**config.mk**
```make
export PLATFORM = sky130hd
export DESIGN_NAME = usart_frame_tx
export DESIGN_NICKNAME = d
export VERILOG_FILES = /design/src/rtl/uftx_pkg.sv /design/src/rtl/uftx_cfg_decode.sv /design/src/rtl/uftx_char_prep.sv /design/src/rtl/uftx_pacer.sv /design/src/rtl/uftx_seq.sv /design/src/rtl/usart_frame_tx.sv
export SDC_FILE = /design/constraint.sdc
export NUM_CORES = 1
export LEC_CHECK = 0
export BUFFER_PORTS_ARGS = -buffer_cell sky130_fd_sc_hd__clkbuf_2
export CORE_UTILIZATION = 54
export CTS_CLUSTER_DIAMETER = 40
export CTS_CLUSTER_SIZE = 10
export DETAILED_ROUTE_END_ITERATION = 7
export HOLD_SLACK_MARGIN = 0.12
export PLACE_DENSITY_LB_ADDON = 0.1
export REMOVE_ABC_BUFFERS = 1
export SLEW_MARGIN = 20
export SYNTH_ARGS = -nofsm -noshare
export SYNTH_HDL_FRONTEND = slang
export SYNTH_SLANG_ARGS = --single-unit
```
**constraint.sdc**
```tcl
create_clock -name clk_i -period 2.23 [get_ports clk_i]
set_input_delay 0 -clock clk_i [delete_from_list [all_inputs] [get_ports clk_i]]
set_output_delay 0 -clock clk_i [all_outputs]
set_load 0.01 [all_outputs]
```
**src/rtl/uftx_pkg.sv**
```systemverilog
package uftx_pkg;
  localparam int unsigned MAX_DW = 9;
  localparam int unsigned CNT_W  = $clog2(MAX_DW + 1);

  typedef enum logic [2:0] {
    S_IDLE, S_START, S_DATA, S_PAR, S_STOP
  } tx_state_e;

  // fields that must survive past the accept edge
  typedef struct packed {
    logic             sync;
    logic             inv;
    logic             two_stop;
    logic             par_en;
    logic [CNT_W-1:0] nbits;
  } frame_cfg_t;
endpackage

```
**src/rtl/uftx_cfg_decode.sv**
```systemverilog
module uftx_cfg_decode
  import uftx_pkg::*;
(
  input  logic       sync_mode_i,
  input  logic       xck_inv_i,
  input  logic       two_stop_i,
  input  logic [2:0] size_code_i,
  input  logic [1:0] parity_i,
  output frame_cfg_t cfg_o,
  output logic       par_odd_o
);
  logic [CNT_W-1:0] nbits;

  always_comb begin
    unique case (size_code_i)
      3'd5:    nbits = CNT_W'(5);
      3'd6:    nbits = CNT_W'(6);
      3'd7:    nbits = CNT_W'(7);
      3'd1:    nbits = CNT_W'(9);
      default: nbits = CNT_W'(8);
    endcase
  end

  always_comb begin
    cfg_o.sync     = sync_mode_i;
    cfg_o.inv      = xck_inv_i;
    cfg_o.two_stop = two_stop_i;
    cfg_o.par_en   = parity_i[1];
    cfg_o.nbits    = nbits;
  end

  assign par_odd_o = parity_i[1] & parity_i[0];
endmodule

```
**src/rtl/uftx_char_prep.sv**
```systemverilog
module uftx_char_prep
  import uftx_pkg::*;
#(
  parameter int unsigned DATA_W = MAX_DW
) (
  input  logic [DATA_W-1:0] data_i,
  input  logic [CNT_W-1:0]  nbits_i,
  input  logic              lsb_first_i,
  output logic [DATA_W-1:0] ord_o,
  output logic              xor_o
);
  localparam int unsigned IDX_W = $clog2(DATA_W);

  // ord_o is consumed bit 0 first by a right shifter
  always_comb begin
    ord_o = '0;
    xor_o = 1'b0;
    for (int i = 0; i < DATA_W; i++) begin
      if (CNT_W'(i) < nbits_i) begin
        xor_o ^= data_i[i];
        if (lsb_first_i) ord_o[i] = data_i[i];
        else             ord_o[i] = data_i[IDX_W'(int'(nbits_i) - 1 - i)];
      end
    end
  end
endmodule

```
**src/rtl/uftx_pacer.sv**
```systemverilog
module uftx_pacer (
  input  logic clk_i,
  input  logic rst_ni,
  input  logic run_i,
  input  logic sync_i,
  input  logic inv_i,
  input  logic baud_tick_i,
  output logic step_o,
  output logic xck_o
);
  logic phase_q;

  always_ff @(posedge clk_i or negedge rst_ni) begin
    if (!rst_ni)                phase_q <= 1'b0;
    else if (!run_i || !sync_i) phase_q <= 1'b0;
    else                        phase_q <= ~phase_q;
  end

  assign step_o = sync_i ? phase_q : baud_tick_i;
  assign xck_o  = inv_i ^ phase_q;

  a_r8_xck_toggles: assert property (@(posedge clk_i) disable iff (!rst_ni)
    (run_i && sync_i && $past(run_i) && $past(sync_i)) |-> (xck_o != $past(xck_o)));

  a_r8_two_cycle_bit: assert property (@(posedge clk_i) disable iff (!rst_ni)
    (run_i && sync_i && step_o) |=> !step_o);
endmodule

```
**src/rtl/uftx_seq.sv**
```systemverilog
module uftx_seq
  import uftx_pkg::*;
#(
  parameter int unsigned DATA_W = MAX_DW
) (
  input  logic              clk_i,
  input  logic              rst_ni,
  input  logic              valid_i,
  input  logic              step_i,
  input  frame_cfg_t        cfg_i,
  input  logic              par_odd_i,
  input  logic [DATA_W-1:0] char_i,
  input  logic              xor_i,
  output logic              ready_o,
  output logic              busy_o,
  output logic              tx_o,
  output logic              sync_q_o,
  output logic              inv_q_o
);
  tx_state_e         state_q;
  logic [CNT_W-1:0]  cnt_q;
  logic [DATA_W-1:0] shreg_q;
  logic              par_q;
  frame_cfg_t        cfg_q;
  logic              last_stop, accept;
  logic [CNT_W-1:0]  stop_cnt;

  assign stop_cnt  = {{(CNT_W-1){1'b0}}, cfg_q.two_stop};
  assign last_stop = (state_q == S_STOP) && (cnt_q == '0);
  assign ready_o   = (state_q == S_IDLE) || (last_stop && step_i);
  assign accept    = valid_i && ready_o;
  assign busy_o    = (state_q != S_IDLE);
  assign sync_q_o  = cfg_q.sync;
  assign inv_q_o   = cfg_q.inv;

  always_ff @(posedge clk_i or negedge rst_ni) begin
    if (!rst_ni) begin
      state_q <= S_IDLE;
      cnt_q   <= '0;
    end else begin
      unique case (state_q)
        S_IDLE: if (accept) state_q <= S_START;
        S_START: if (step_i) begin
          state_q <= S_DATA;
          cnt_q   <= cfg_q.nbits - CNT_W'(1);
        end
        S_DATA: if (step_i) begin
          if (cnt_q != '0) cnt_q <= cnt_q - CNT_W'(1);
          else if (cfg_q.par_en) state_q <= S_PAR;
          else begin
            state_q <= S_STOP;
            cnt_q   <= stop_cnt;
          end
        end
        S_PAR: if (step_i) begin
          state_q <= S_STOP;
          cnt_q   <= stop_cnt;
        end
        S_STOP: if (step_i) begin
          if (cnt_q != '0) cnt_q   <= cnt_q - CNT_W'(1);
          else if (accept) state_q <= S_START;
          else             state_q <= S_IDLE;
        end
        default: state_q <= S_IDLE;
      endcase
    end
  end

  always_ff @(posedge clk_i or negedge rst_ni) begin
    if (!rst_ni) begin
      shreg_q <= '0;
      par_q   <= 1'b0;
      cfg_q   <= '0;
    end else if (accept) begin
      shreg_q <= char_i;
      par_q   <= xor_i ^ par_odd_i;
      cfg_q   <= cfg_i;
    end else if (state_q == S_DATA && step_i) begin
      shreg_q <= shreg_q >> 1;
    end
  end

  always_comb begin
    unique case (state_q)
      S_START: tx_o = 1'b0;
      S_DATA:  tx_o = shreg_q[0];
      S_PAR:   tx_o = par_q;
      default: tx_o = 1'b1;
    endcase
  end

  a_r2_start_follows_accept: assert property (@(posedge clk_i) disable iff (!rst_ni)
    accept |=> (busy_o && !tx_o && state_q == S_START));

  a_r10_ready_scope: assert property (@(posedge clk_i) disable iff (!rst_ni)
    ready_o |-> (state_q == S_IDLE || state_q == S_STOP));

  a_r12_no_midframe_restart: assert property (@(posedge clk_i) disable iff (!rst_ni)
    (state_q != S_IDLE && state_q != S_START && !ready_o) |=> (state_q != S_START));

  a_r5_no_parity_slot: assert property (@(posedge clk_i) disable iff (!rst_ni)
    (state_q == S_DATA && !cfg_q.par_en) |=> (state_q != S_PAR));
endmodule

```
**src/rtl/usart_frame_tx.sv**
```systemverilog
module usart_frame_tx
  import uftx_pkg::*;
#(
  parameter int unsigned DATA_W = MAX_DW
) (
  input  logic              clk_i,
  input  logic              rst_ni,
  input  logic              sync_mode_i,
  input  logic              baud_tick_i,
  input  logic [2:0]        size_code_i,
  input  logic [1:0]        parity_i,
  input  logic              two_stop_i,
  input  logic              lsb_first_i,
  input  logic              xck_inv_i,
  input  logic [DATA_W-1:0] data_i,
  input  logic              valid_i,
  output logic              ready_o,
  output logic              tx_o,
  output logic              xck_o,
  output logic              busy_o
);
  frame_cfg_t        cfg_live;
  logic              par_odd, pxor, step, sync_q, inv_q, sync_act, inv_act;
  logic [DATA_W-1:0] ord;

  uftx_cfg_decode u_dec (
    .sync_mode_i (sync_mode_i),
    .xck_inv_i   (xck_inv_i),
    .two_stop_i  (two_stop_i),
    .size_code_i (size_code_i),
    .parity_i    (parity_i),
    .cfg_o       (cfg_live),
    .par_odd_o   (par_odd)
  );

  uftx_char_prep #(.DATA_W(DATA_W)) u_prep (
    .data_i      (data_i),
    .nbits_i     (cfg_live.nbits),
    .lsb_first_i (lsb_first_i),
    .ord_o       (ord),
    .xor_o       (pxor)
  );

  uftx_seq #(.DATA_W(DATA_W)) u_seq (
    .clk_i     (clk_i),
    .rst_ni    (rst_ni),
    .valid_i   (valid_i),
    .step_i    (step),
    .cfg_i     (cfg_live),
    .par_odd_i (par_odd),
    .char_i    (ord),
    .xor_i     (pxor),
    .ready_o   (ready_o),
    .busy_o    (busy_o),
    .tx_o      (tx_o),
    .sync_q_o  (sync_q),
    .inv_q_o   (inv_q)
  );

  // live settings while idle, frozen ones while a frame runs
  assign sync_act = busy_o ? sync_q : sync_mode_i;
  assign inv_act  = busy_o ? inv_q  : xck_inv_i;

  uftx_pacer u_pace (
    .clk_i       (clk_i),
    .rst_ni      (rst_ni),
    .run_i       (busy_o),
    .sync_i      (sync_act),
    .inv_i       (inv_act),
    .baud_tick_i (baud_tick_i),
    .step_o      (step),
    .xck_o       (xck_o)
  );

  a_r7_async_hold: assert property (@(posedge clk_i) disable iff (!rst_ni)
    (busy_o && !sync_q && !baud_tick_i) |=> $stable(tx_o));

  a_r8_stable_off_rest: assert property (@(posedge clk_i) disable iff (!rst_ni)
    (busy_o && sync_q && (xck_o != inv_q)) |-> (tx_o == $past(tx_o)));

  a_r9_idle_rest_level: assert property (@(posedge clk_i) disable iff (!rst_ni)
    !busy_o |-> (xck_o == xck_inv_i));

  a_r1_idle_line: assert property (@(posedge clk_i) disable iff (!rst_ni)
    !busy_o |-> (tx_o && ready_o));
endmodule

```
==> impl_metrics.tcl <==
set metrics [dict create \
    status "completed" \
    start_util_pct 58.1 \
    slew_violations 0 \
    clkSinkCount 26 \
    ant_nets 0 \
    chipWidth_um 68.5 \
    crit_required_ns 2.39 \
    clk_path_buf_depth 2 \
    leakage_nw 1.29 \
    dieHeight_um 68.5 \
    fin_crit_sh_pct 96.8 \
    fmax_mhz 463 \
    relSlewSlack_pct 56.4 \
    io_buffer_count 25 \
    rsz0062_at_grt "false" \
    grtUsageTotal_pct 26.9 \
    peakVddDrop_mv 0.717 \
    crit_buf_inv 1 \
    cts_tree "built" \
    detail_route.wl_per_cell_um 15.8 \
    htreeDepth 1 \
    coreArea_mm2 0.00412 \
    synth_area_leaders "dfrtp_1, mux2i_1, ha_1" \
    antenna_cells 0 \
    grt_max_degree 27 \
    path_delay_family "multiplexers" \
    worst-path-max-fanout 3 \
    vias 2206 \
    worstSetupPathType "register to register" \
    critPathLaunchType "register" \
    placedCellCount 358 \
    cp_cell_sequence "nor3_4 -> mux2i_2 -> buf_4 -> mux2i_4 -> nor3_4 -> mux2_1 -> mux2_2" \
    gr-total-overflow 0 \
    fin_util_pct 69.0 \
    crit_path_max_incr_delay_ns 0.42 \
    synth_top_area_share_pct 27.2 \
    gp_congestion 0.933 \
    dp_hpwl_mm 4.42 \
    finalClockSkew_ns 0.00248 \
    path_clk_slew_ns 0.09 \
    dr.pass1.iters 4 \
    end_kind "register" \
    vias_per_cell 5.99 \
    grt_pass1_vias 2006 \
    ys_seq_area_share_pct 27.2 \
    drc 0 \
    route.met2.wl_mm 2.85 \
    ioPinCount 26 \
    cpMostUsedCell "nor3_4" \
    final_nets 351 \
    tightest_slew_ns 0.654 \
    synth_top_area_cell "dfrtp_1" \
    ys.flop_type "dfrtp_1" \
    async_reset_ff_share_pct 100 \
    min_path_type "input pin to register" \
    wl_met1_mm 2.60 \
    hold_viol 0 \
    synth_cell_types 53 \
    synth_seq_cells 26 \
    routed-wl-met3_um 263 \
    rows 23 \
    cts_buffers 3 \
    syn_area_per_cell_um2 8.72 \
    setup_viol 0 \
    drive_above_1_share_pct 25.2 \
    synth_area_mm2 0.00239 \
    grt_first_pass_wirelength_mm 9.26 \
    cts_root_buffer "clkbuf_8" \
    power_density_mw_per_mm2 994 \
    tns_ns 0 \
    top_layer "met4" \
    yosysMostFrequentCell "dfrtp_1" \
    synthTopCellsByCount "dfrtp_1, nand2_1, mux2i_1" \
    routed_wl_mm 5.80 \
    synth_warnings 0 \
    areaGrowthSynthToFinish_pct 18.8 \
    dieArea_mm2 0.00470 \
    crit_slowest_cell "dfrtp_1" \
    clk_latency_ns 0.27 \
    period_minus_slack_ns 2.16 \
    drt_iter0_markers 153 \
    crit_arrival_ns 2.32 \
    syn-instance-count 274 \
    synth_edf_count 0 \
    grt_antenna_before_repair 0 \
    finalNonFillerCells 368 \
    max-cap-violations 0 \
]
[final timing paths]
| check | cells after the start | start | endpoint | slack, ns |
|---|---|---|---|---|
| setup / recovery | 7 | u_seq.state_q[2] | u_seq.shreg_q[4] | 0.07 |
| hold / removal | 3 | data_i[8] | u_seq.shreg_q[8] | 0.15 |
| setup reg to reg | 7 | u_seq.state_q[2] | u_seq.shreg_q[4] | 0.07 |
| hold reg to reg | 2 | u_seq.par_q | u_seq.par_q | 0.51 |
| max in group asynchronous | 2 | rst_ni | u_seq.shreg_q[0] | 1.52 |
| min in group asynchronous | 2 | rst_ni | u_seq.state_q[0] | 0.29 |
[state kept, by name, summed over array words and instances, names as in the netlist]
register / count
u_seq.cnt_q: 4
u_pace.phase_q: 1
u_seq.par_q: 1
u_seq.cfg_q: 6
u_seq.state_q: 3
u_seq.sync_q_o: 1
u_seq.shreg_q: 9
u_seq.inv_q_o: 1
[through the flow]
step	hold WS (ns)	instance area, um^2	total power, W	worst slack [ns]
finish	0.148	2840	0.00282	0.0719
global route	0.169	2840	0.00306	0.00630
CTS	0.127	2810	0.00279	0.0438
detailed placement	0.0564	2690	0.00244	0.0297
global placement	0.0576	2690	0.00239	0.0784
floorplan	-0.296	2320	0.00194	-0.258
[repair_timing]
action                                 CTS  global route
gates resized for setup                  1             6
pin swaps                                0             2
setup endpoints to repair                3            14
hold buffers                             5             0
setup buffers                            1             0
endpoints found under the hold margin   30             0
[per-layer routing]
metal,GRT usage (%),vias up
met5,0,-
met3,4.44,6
met1,35.9,1037
li1,-,1094
met2,45.2,69
met4,6.25,0
[area by class of cell]
class	instances	area, um^2
Sequential cell	26	651
Tap cell	50	62.6
Fill cell	347	1280
Multi-Input combinational cell	213	1630
Inverter	19	71.3
Timing Repair Buffer	56	370
Clock buffer	4	55.1
[cell families (layout without fill, tap and decap cells)]
family | count (synthesis) | in the layout | synth area share [%]
multiplexers | 34 | 34 | 17.1
AND/OR/NAND/NOR | 80 | 80 | 17.7
adder cells (fa/ha/maj) | 10 | 10 | 5.24
AO/OA/AOI/OAI | 75 | 75 | 21.5
XOR/XNOR | 14 | 14 | 5.13
flip-flops | 26 | 26 | 27.2
buffers and inverters | 35 | 79 | 6.07
[layout by cell type (no fill, tap or decap), drive strengths merged, types with 4 or more instances in the layout]
master and instances:
o21a 4, inv 18, mux4 4, mux2 9, o22ai 5, nor3 13
nand2b 7, o21ai 17, clkbuf 29, xnor2 13, ha 10, mux2i 21
nor3b 4, dlygate4sd3 5, nand3 4, buf 26, nor2 15, dfrtp 26
nand3b 4, o211ai 4, a21oi 15, nand2 24
[power breakdown]
group          total (W)  internal (W)  leakage, nW  switching [W]
combinational    0.00166      0.000815        0.942       0.000843
sequential      0.000857      0.000688        0.319       0.000168
clock           0.000308      0.000158       0.0288       0.000150
[worst min-delay path, delay by kind of cell]
family | cells | cell delay [ns]
buffers and inverters | 1 | 0.14
muxes | 1 | 0.17
AOI/OAI and AO/OA | 1 | 0.07
(Power assumes the default switching activity.)
